===== src/rtl/alu_pkg.sv =====
package alu_pkg;
  typedef enum logic [1:0] {
    FC_SHIFT = 2'b00,
    FC_SLT   = 2'b01,
    FC_ARITH = 2'b10,
    FC_LOGIC = 2'b11
  } fclass_e;

  typedef enum logic [1:0] {
    LG_AND = 2'b00,
    LG_OR  = 2'b01,
    LG_XOR = 2'b10,
    LG_NOR = 2'b11
  } logic_e;

  typedef enum logic [1:0] {
    SH_LEFT  = 2'b00,
    SH_PASS  = 2'b01,
    SH_RIGHT = 2'b10,
    SH_ARITH = 2'b11
  } shift_e;
endpackage


===== src/rtl/alu_addsub.sv =====
module alu_addsub #(
  parameter int W = 32
) (
  input  logic [W-1:0] a_i,
  input  logic [W-1:0] b_i,
  input  logic         sub_i,
  output logic [W-1:0] sum_o,
  output logic         ovf_o,
  output logic         lt_o
);
  logic [W-1:0] b_eff;

  always_comb begin
    b_eff = sub_i ? ~b_i : b_i;
    sum_o = a_i + b_eff + {{(W-1){1'b0}}, sub_i};
    ovf_o = (a_i[W-1] == b_eff[W-1]) && (sum_o[W-1] != a_i[W-1]);
    // signed less-than from difference sign corrected by overflow
    lt_o  = sum_o[W-1] ^ ovf_o;
  end
endmodule


===== src/rtl/alu_logic.sv =====
module alu_logic
  import alu_pkg::*;
#(
  parameter int W = 32
) (
  input  logic [W-1:0] a_i,
  input  logic [W-1:0] b_i,
  input  logic [1:0]   sel_i,
  output logic [W-1:0] res_o
);
  always_comb begin
    unique case (logic_e'(sel_i))
      LG_AND:  res_o = a_i & b_i;
      LG_OR:   res_o = a_i | b_i;
      LG_XOR:  res_o = a_i ^ b_i;
      default: res_o = ~(a_i | b_i);
    endcase
  end
endmodule


===== src/rtl/alu_shifter.sv =====
module alu_shifter
  import alu_pkg::*;
#(
  parameter int W   = 32,
  localparam int SHW = $clog2(W)
) (
  input  logic [W-1:0]   d_i,
  input  logic [SHW-1:0] amt_i,
  input  logic [1:0]     kind_i,
  output logic [W-1:0]   res_o
);
  logic         left;
  logic         fill;
  logic [W-1:0] d_rev;
  logic [W-1:0] out_rev;
  logic [W-1:0] stg [SHW+1];

  assign left = (shift_e'(kind_i) == SH_LEFT);
  assign fill = (shift_e'(kind_i) == SH_ARITH) & d_i[W-1];

  // left shift reuses the right-shift chain on bit-reversed data
  for (genvar i = 0; i < W; i++) begin : g_rev
    assign d_rev[i]   = d_i[W-1-i];
    assign out_rev[i] = stg[SHW][W-1-i];
  end

  assign stg[0] = left ? d_rev : d_i;

  for (genvar k = 0; k < SHW; k++) begin : g_stage
    localparam int S = 1 << k;
    assign stg[k+1] = amt_i[k] ? {{S{fill}}, stg[k][W-1:S]} : stg[k];
  end

  always_comb begin
    unique case (shift_e'(kind_i))
      SH_PASS: res_o = d_i;
      SH_LEFT: res_o = out_rev;
      default: res_o = stg[SHW];
    endcase
  end
endmodule


===== src/rtl/alu_multifunc.sv =====
module alu_multifunc
  import alu_pkg::*;
#(
  parameter int W   = 32,
  localparam int SHW = $clog2(W)
) (
  input  logic [W-1:0]   x_i,
  input  logic [W-1:0]   y_i,
  input  logic [SHW-1:0] shamt_i,
  input  logic [1:0]     fclass_i,
  input  logic           sub_i,
  input  logic [2:0]     shift_ctl_i,
  input  logic [1:0]     logic_sel_i,
  output logic [W-1:0]   result_o,
  output logic           ovf_o,
  output logic           zero_o
);
  logic           sub_eff;
  logic [W-1:0]   sum;
  logic           add_ovf;
  logic           lt;
  logic [W-1:0]   lg_res;
  logic [W-1:0]   sh_res;
  logic [SHW-1:0] sh_amt;

  // less-than always needs a subtraction
  assign sub_eff = sub_i | (fclass_e'(fclass_i) == FC_SLT);
  assign sh_amt  = shift_ctl_i[2] ? x_i[SHW-1:0] : shamt_i;

  alu_addsub #(.W(W)) i_addsub (
    .a_i   (x_i),
    .b_i   (y_i),
    .sub_i (sub_eff),
    .sum_o (sum),
    .ovf_o (add_ovf),
    .lt_o  (lt)
  );

  alu_logic #(.W(W)) i_logic (
    .a_i   (x_i),
    .b_i   (y_i),
    .sel_i (logic_sel_i),
    .res_o (lg_res)
  );

  alu_shifter #(.W(W)) i_shifter (
    .d_i    (y_i),
    .amt_i  (sh_amt),
    .kind_i (shift_ctl_i[1:0]),
    .res_o  (sh_res)
  );

  always_comb begin
    ovf_o = 1'b0;
    unique case (fclass_e'(fclass_i))
      FC_SHIFT: result_o = sh_res;
      FC_SLT:   result_o = {{(W-1){1'b0}}, lt};
      FC_ARITH: begin
        result_o = sum;
        ovf_o    = add_ovf;
      end
      default:  result_o = lg_res;
    endcase
    zero_o = ~|result_o;
  end
endmodule


===== config.mk =====
export PLATFORM = sky130hd
export DESIGN_NAME = alu_multifunc
export DESIGN_NICKNAME = d
export VERILOG_FILES = /design/src/rtl/alu_pkg.sv /design/src/rtl/alu_addsub.sv /design/src/rtl/alu_logic.sv /design/src/rtl/alu_shifter.sv /design/src/rtl/alu_multifunc.sv
export SDC_FILE = /design/constraint.sdc
export NUM_CORES = 1
export LEC_CHECK = 0
export ABC_AREA = 0
export BUFFER_PORTS_ARGS = -buffer_cell sky130_fd_sc_hd__buf_2
export CAP_MARGIN = 20
export CORE_MARGIN = 2
export CORE_UTILIZATION = 39
export DETAILED_ROUTE_END_ITERATION = 8
export PLACE_DENSITY = 0.59
export SYNTH_ARGS = -nofsm -noshare
export SYNTH_HDL_FRONTEND = slang
export SYNTH_SLANG_ARGS = --single-unit

===== constraint.sdc =====
create_clock -name vclk -period 6.15
set_input_delay 0.615 -clock vclk [all_inputs]
set_output_delay 0.615 -clock vclk [all_outputs]
set_load 0.03 [all_outputs]

==> results of run 1 <==
==> cells in the final DEF (no fill, tap or decap), types with 6 or more instances in the layout <==
cell      instances
a211oi_1         24
a21o_1           17
a21oi_1          76
a221o_1           6
a221oi_1         12
a22oi_1          17
a31oi_1          17
buf_2           110
buf_4            40
ha_1             96
inv_1            96
mux2_2            9
mux2i_1          67
mux2i_2           7
mux4_2           25
nand2_1         107
nand2b_1          9
nand3_1          21
nand4_1          12
nor2_1           93
nor2b_1          11
nor3_1           16
o211ai_1         19
o21ai_0          92
o21bai_1         10
o221ai_1         10
o22ai_1           7
o311ai_0          8
o31ai_1           7
xnor2_1          45
xor2_1           10
==> power breakdown <==
| part | internal, mW | total (mW) | switching, mW |
|---|---|---|---|
| combinational | 0.431 | 1.24 | 0.808 |
| sequential | 0 | 0 | 0 |
| clock | 0 | 0 | 0 |
==> cell type report <==
class | instances | area [sq um]
Multi-Input combinational cell | 950 | 7260
Timing Repair Buffer | 151 | 862
Tap cell | 270 | 338
Fill cell | 2137 | 11300
Inverter | 96 | 360
==> cell families after synthesis <==
| family | share of synthesized area [%] |
|---|---|
| adder cells (fa/ha/maj) | 15.4 |
| AND/OR/NAND/NOR | 17.7 |
| XOR/XNOR | 6.09 |
| buffers and inverters | 8.72 |
| multiplexers | 20.6 |
| AO/OA/AOI/OAI | 31.4 |
==> what timing repair did <==
item	CTS	global route
hold buffers	0	0
setup endpoints to repair	0	1
gates resized for setup	0	3
==> routing by layer <==
layer	vias to the layer above	track usage, %	wire length [um]
met1	4648	46.9	16100
met4	0	12.4	1800
met2	545	54.1	16700
li1	4353	-	-
met5	-	0	0
met3	98	4.28	3560
==> worst max-delay path by stage <==
stage | to | slack (ps) | cells past startpoint
floorplan | zero_o | 410 | 16
global placement | zero_o | 290 | 18
detailed placement | zero_o | 190 | 18
CTS | zero_o | 160 | 18
global route | zero_o | 90 | 18
finish | zero_o | 370 | 18
==> metrics.txt, run 1 <==
cell types with the largest area share after synthesis ha_1, mux2i_1, mux4_2; Layout Area Growth over Synthesis 11.4%; count of flip-flops and latches 0; library cell with the highest instance count after synthesis nand2_1; placed wire-length estimate after detailed placement just over 30,000 um; count of inserted antenna diode cells 0; via count of the first global-routing pass around 8,800; Chip Width 146 um; detailed-route via count about 9,600; Layout Utilization a little over two fifths; worst setup path start fclass_i[0]; number of instances in the placed design between 1,000 and 1,500; delay of the slowest cell on the worst path between 500 and 600 ps; number of maximum-capacitance violations 0; maximum VDD drop around 0.000067 V; most frequent CP cell buf_2; path type of the worst setup path primary input to output port; top cells by count, synth nand2_1, ha_1, inv_1; RD Place Congestion 1.06; nets between 1,000 and 1,500; Pre-antenna DRT Iters 8; Crit path max-delay family simple AND/OR/NAND/NOR gates; DRT iter0 DRCs 1,050; number of instances on the worst hold path 7; Synth area leader ha_1; post-layout worst setup margin 371 ps; yosys synthesis warning count 0; sequential share of the synthesized area 0%; ordered cell list for the critical path buf_2 > nor2b_1 > nor2_4 > buf_6 > xnor2_1 > ha_1 > nand4_1 > or2_2 > nor3_1 > o21a_1 > nor2_1 > o31ai_2 > nand2_1 > a21oi_1 > o21ai_0 > or4_1 > nor3_2 > buf_2; critical path fanouts, max 26; total chip power between 1 and 1.5 mW; arrival time worst endpoint around 5200 ps; initial antenna violation count 0; routed wire length approximately 38,000 um; top cell type's share of synthesized area between 10% and 20%; count of non-filler cells in the finished layout ~1,500; Worst Setup Slack post-DPL around 190 ps; peak clock frequency supported by timing approximately 170 MHz; clock buffer instance count of the final layout 0; outcome complete, no violations; placed standard-cell area around 8800 sq um; Remaining DRCs 0; static power due to leakage roughly 4 nW; Critical Path Start Type primary input; path class of the lowest-slack min-delay path primary input to output port; I/O Pins 111; post-synth design cell area 7920 sq um; number of port buffers roughly 110; count of nets left with antenna violations after detail routing 0; core region area approximately 20,000 sq um; power density normalized to cell area ~140 nW/um^2; final worst path period need 5780 ps; final critical-path share of the clock period 94.0%; count of cell types in the netlist 79; post-layout instance area approximately 8800 sq um; aggregate negative setup slack 0 ps; full die area between 20,000 and 25,000 sq um; Synthesized Nets around 1,300; average cell area after synthesis 7.06 sq um; unrepaired setup endpoints after global routing no; Critical Path RT between 5000 and 6000 ps; slew at the pin closest to its max-slew limit ~1000 ps; Vert. Die Dim roughly 150 um; global-route wire length before repair between 50,000 and 60,000 um; layout cells sized above 1 around 18%; Fin. Hold Viols 0; maximum number of pins on one net before global-route repair 61; Site Rows 52; initial cell density of the core slightly below 40%; final setup violation count 0; GR Overflow Total 0; Buffers & Inverters on Critical Path 3; WHS Endpoint ovf_o; sequential cell area in the final layout 0 sq um; Min Hold Slack ~1900 ps; combined global-route utilization of all metal layers 33.9%; startpoint of the lowest-slack hold path x_i[31]; mean routed wirelength per cell about 26 um; cell at the slowest stage of the critical path or4_1; Post CTS Setup Buffer Count 0; worst-case headroom to the max-slew limit 29.2%; vias per inst 6.57; number of pins exceeding their max-slew limit in the final report 0; Worst setup EP type output port; number of standard cells after synthesis about 1,100
Note: power is estimated with default switching activity, not from simulation.
==> inputs of run 2 (changes only) <==
--- a/config.mk
+++ b/config.mk
@@ -8,10 +8,12 @@
 export ABC_AREA = 0
 export BUFFER_PORTS_ARGS = -buffer_cell sky130_fd_sc_hd__buf_2
 export CAP_MARGIN = 20
+export CORE_ASPECT_RATIO = 0.8
 export CORE_MARGIN = 2
 export CORE_UTILIZATION = 39
 export DETAILED_ROUTE_END_ITERATION = 8
 export PLACE_DENSITY = 0.59
+export SLEW_MARGIN = 25
 export SYNTH_ARGS = -nofsm -noshare
 export SYNTH_HDL_FRONTEND = slang
 export SYNTH_SLANG_ARGS = --single-unit
==> run 2 against run 1 <==
Flip-flop and latch count unchanged. Fmax down 1.2%. Critical path depth unchanged. Via count down 0.96%. Combinational power about the same. Utilization up 0.91 points. Final area up 0.82%. Worst hold slack better by 52 ps. Wire length up 3.5%. Final cell count up 0.34%. Count of clock-buffer cells in the layout unchanged. Largest cell class unchanged. Largest power group unchanged.
==> metrics.txt, run 2 (synthesis results as in run 1) <==
maximum VDD drop 0.000129 V (+92%); Vert. Die Dim 131 um (-10%); placed wire-length estimate after detailed placement 32,000 um (+4.3%); multi-input logic area 7260 sq um (about the same); power density normalized to cell area 142 nW/um^2 (+0.91%); global routing usage on met3 9.91% (+5.6 points); combined global-route utilization of all metal layers 35.5% (+1.6 points); layout cells sized above 1 18.2% (+0.67 points); initial antenna violation count 1 (+1); number of port buffers 111 (unchanged); Fin. Hold Viols 0 (unchanged); part of the total power dissipated in the clock network 0% (unchanged); initial cell density of the core 39.9% (+0.49 points); peak clock frequency supported by timing 171 MHz (-1.2%); static power due to leakage 4.08 nW (+1.3%); DRT iter0 DRCs 1,173 (+12%); detailed-route via count 9,551 (-0.96%); number of pins exceeding their max-slew limit in the final report 0 (unchanged); path class of the lowest-slack min-delay path primary input to output port; Critical Path Start Type primary input; count of nets left with antenna violations after detail routing 0 (unchanged); slew at the pin closest to its max-slew limit 1000 ps (-39.0 ps); placed standard-cell area 8870 sq um (+0.77%); count of inserted antenna diode cells 0 (unchanged); unrepaired setup endpoints after global routing no; path type of the worst setup path primary input to output port; sequential cell area in the final layout 0 sq um (unchanged); final worst path period need 5850 ps (+69.1 ps); Critical Path RT 5530 ps (about the same); highest-utilization routing layer at the global route stage met1; aggregate negative setup slack 0 ps (unchanged); met1 Use GR 51.9% (+5.0 points); vias per inst 6.49 (-1.3%); post-layout instance area 8890 sq um (+0.82%); GR Overflow Total 0 (unchanged); Post CTS Setup Buffer Count 0 (unchanged); share of power burned in registers 0% (unchanged); met2 routing resource usage after global routing 50.1% (-4.0 points); via count of the first global-routing pass 8,616 (-2.1%); critical path fanouts, max 26 (unchanged); RD Place Congestion 1.06 (+0.58%); routed wire length 39,500 um (+3.5%); number of maximum-capacitance violations 0 (unchanged); mean routed wirelength per cell 26.8 um (+3.1%); internal power component 441 uW (+2.2%); full die area 21,500 sq um (about the same); final critical-path share of the clock period 95.1% (+1.1 points); share of total power in combinational logic 100.0% (about the same); Layout Area Growth over Synthesis 12.4%; Chip Width 163 um (+11%); outcome complete, no violations; global-route wire length before repair 57,000 um (+1.7%); arrival time worst endpoint 5230 ps (+70 ps); filler instances 2,123 (-0.66%); clock buffer instance count of the final layout 0 (unchanged); core region area 19,900 sq um (-1.2%); most frequent cells in the layout buf_2, nand2_1, inv_1, ha_1, nor2_1; count of flip-flops and latches 0 (unchanged); Pre-antenna DRT Iters 6 (-2); most frequent standard cell in the layout excluding fill and tap cells buf_2; Site Rows 46 (-12%); I/O Pins 111 (unchanged); maximum number of pins on one net before global-route repair 77 (+26%); Switch Pwr 820 uW (+1.5%); switching part of the total 65.0% (-0.16 points); total chip power 1.26 mW (+1.7%); final setup violation count 0 (unchanged); Remaining DRCs 0 (unchanged); Worst setup EP type output port; nets 1,384 (+0.80%); worst-case headroom to the max-slew limit 33.2% (+4.1 points)
run 2: changes by cell type in the layout (fill, tap and decap cells not counted), sizes merged:
cell  change
buf      +11
run 2: critical path: stages:
cell and delay, ps:
buf_2 240, nor2b_1 160, nor2_4 220, buf_4 450
xnor2_1 130, ha_1 380, a21oi_1 240, o21ai_0 140
a2bb2oi_1 380, a21oi_1 240, a41oi_1 360, nand2b_1 140
a21oi_1 190, xnor2_1 90, a221o_1 380, or4_1 530
nor3_2 110, buf_2 210
run 2: metrics by stage:
stage / instances / hold slack (ps) / setup slack [ps] / utilization [%]
global route: 1472 / 1980 / 45.7 / 44.8
floorplan: 1122 / 1500 / 414 / -
CTS: 1471 / 1920 / 374 / 44.7
finish: 1472 / 1910 / 302 / 44.8
detailed placement: 1471 / 1910 / 393 / 44.7
global placement: 1471 / 1910 / 414 / 44.7
run 2: power by group through the flow:
stage	clock, mW	combinational (mW)	sequential, mW
floorplan	0	0.789	0
global placement	0	1.23	0
detailed placement	0	1.21	0
CTS	0	1.22	0
global route	0	1.33	0
finish	0	1.26	0
run 2: layer usage:
metal / up-vias / part of all wire, %
met4: 0 / 3.3
met5: - / 0
li1: 4355 / -
met3: 78 / 13
met2: 632 / 40
met1: 4486 / 44
run 2: final cells by class:
type,count,share of cell area (%)
repair buffers,162,10.7
inverters,96,4.05
well taps,264,3.71
multi-input cells,950,81.6
run 2: what timing repair did:
| item | in CTS | in global routing |
|---|---|---|
| endpoints found under the hold margin | 0 | 0 |
| gates resized for setup | 0 | 1 |
| hold buffers | 0 | 0 |
| endpoints found under the setup margin | 0 | 1 |
run 2: worst paths after layout:
path,from,to,slack (ps),depth (start not counted)
setup / recovery,fclass_i[1],zero_o,300,18
hold / removal,x_i[31],ovf_o,1910,7
==> inputs of run 3 (changes only) <==
--- a/config.mk
+++ b/config.mk
@@ -13,7 +13,9 @@
 export CORE_UTILIZATION = 39
 export DETAILED_ROUTE_END_ITERATION = 8
 export PLACE_DENSITY = 0.59
+export REMOVE_ABC_BUFFERS = 1
 export SLEW_MARGIN = 25
 export SYNTH_ARGS = -nofsm -noshare
 export SYNTH_HDL_FRONTEND = slang
 export SYNTH_SLANG_ARGS = --single-unit
+export TNS_END_PERCENT = 50
==> run 3 against run 2 <==
Final area shrank 1.3%. Worst setup slack lost 30 ps. Worst hold slack lost 37 ps. Non-clock buffer count shrank 14. Critical endpoint unchanged. Largest cell class unchanged. Highest routed layer unchanged.
==> metrics.txt, run 3 (synthesis results as in run 1) <==
outcome complete, no violations; RD Place Congestion 0.977 (-8.0%); Crit path max-delay family simple AND/OR/NAND/NOR gates; initial cell density of the core 39.9% (unchanged); DRT iter0 DRCs 1,256 (+7.1%); Chip Width 163 um (unchanged); final worst path period need 5880 ps (+29.9 ps); final setup violation count 0 (unchanged); mean routed wirelength per cell 23.5 um (-12%); Worst setup EP type output port; layout cells sized above 1 17.2% (-1.0 points); number of pins exceeding their max-slew limit in the final report 0 (unchanged); most frequent cells in the layout buf_2, nand2_1, inv_1, ha_1, nor2_1; Critical Path RT 5530 ps (about the same); peak clock frequency supported by timing 170 MHz (-0.51%); GR Overflow Total 0 (unchanged); delay of the slowest cell on the worst path 600 ps (+70 ps); via count of the first global-routing pass 8,508 (-1.3%); clock buffer instance count of the final layout 0 (unchanged); post-layout instance area 8780 sq um (-1.3%); multi-input logic area 7250 sq um (about the same); placed wire-length estimate after detailed placement 27,300 um (-15%); maximum number of pins on one net before global-route repair 74 (-3.9%); Layout Area Growth over Synthesis 10.9%; Critical Path Start Type primary input; Buffers & Inverters on Critical Path 3 (unchanged); global-route wire length before repair 51,500 um (-9.7%); worst-case headroom to the max-slew limit 29.3% (-4.0 points); post-cts gate resize count 0 (unchanged); count of flip-flops and latches 0 (unchanged); Remaining DRCs 0 (unchanged); path class of the lowest-slack min-delay path primary input to output port; core region area 19,900 sq um (unchanged); Site Rows 46 (unchanged); Fin. Hold Viols 0 (unchanged); total of hold buffers inserted after clock tree synthesis 0 (unchanged); unrepaired setup endpoints after global routing no; I/O Pins 111 (unchanged); most frequent standard cell in the layout excluding fill and tap cells buf_2; placed standard-cell area 8780 sq um (-1.1%); filler instances 2,123 (unchanged); cell at the slowest stage of the critical path nor4_1; detailed-route via count 9,466 (-0.89%); Vert. Die Dim 131 um (unchanged); count of nets left with antenna violations after detail routing 0 (unchanged); initial antenna violation count 0 (-1); critical path fanouts, max 26 (unchanged); number of port buffers 111 (unchanged); routed wire length 34,300 um (-13%); vias per inst 6.49 (about the same); number of maximum-capacitance violations 0 (unchanged); full die area 21,500 sq um (unchanged); final critical-path share of the clock period 95.6% (+0.49 points); Post CTS Setup Buffer Count 0 (unchanged); combined global-route utilization of all metal layers 30.8% (-4.7 points); arrival time worst endpoint 5260 ps (+30 ps); path type of the worst setup path primary input to output port; ordered cell list for the critical path buf_2 > nor2b_1 > nor2_4 > buf_4 > xnor2_1 > ha_1 > a211o_1 > a21oi_1 > nor3_1 > a2111o_1 > nor2_1 > o21ai_0 > xnor2_1 > o221ai_1 > nor4_1 > nand4_1 > nor3_2 > buf_2; sequential cell area in the final layout 0 sq um (unchanged); slew at the pin closest to its max-slew limit 1060 ps (+59.1 ps); nets 1,370 (-1.0%); Pre-antenna DRT Iters 6 (unchanged)
-- run 3: cell count changes in the layout (fill, tap and decap cells not counted), sizes merged --
cell / before / now
diode: 0 / 1
buf: 162 / 148
-- run 3: final cells by class --
cell class	instances	share of cell area, %
multi-input cells	950	82.6
repair buffers	148	9.52
well taps	264	3.76
inverters	96	4.10
diodes	1	0.0285
-- run 3: metal layers --
| metal | vias to the layer above | track usage (%) | wire (um) |
|---|---|---|---|
| li1 | 4343 | - | - |
| met1 | 4444 | 44.3 | 14600 |
| met2 | 580 | 46.4 | 14500 |
| met3 | 99 | 7.07 | 4090 |
| met4 | 0 | 6.88 | 1150 |
| met5 | - | 0 | 0 |
-- run 3: path summary, 6_finish.rpt --
check,start,endpoint,slack (ps),cells past startpoint
setup / recovery,fclass_i[0],zero_o,270,18
hold / removal,x_i[31],ovf_o,1880,7
-- run 3: worst min-delay path, delay by kind of cell --
family	cells	cell delay [ps]
AO/OA/AOI/OAI	1	110
buffers and inverters	3	350
AND/OR/NAND/NOR	3	190
-- run 3: per-stage QoR --
step                      TNS [ps]  setup WS [ps]  hold WS, ps  std cells  utilization [%]
final                            0            272         1880       1459             44.2
after global routing             0           66.6         1940       1458             44.2
after CTS                        0            277         1880       1458             44.2
after detailed placement         0            275         1880       1458             44.2
after global placement           0            337         1870       1458             44.2
after floorplan               -925           -925         1450       1046                -
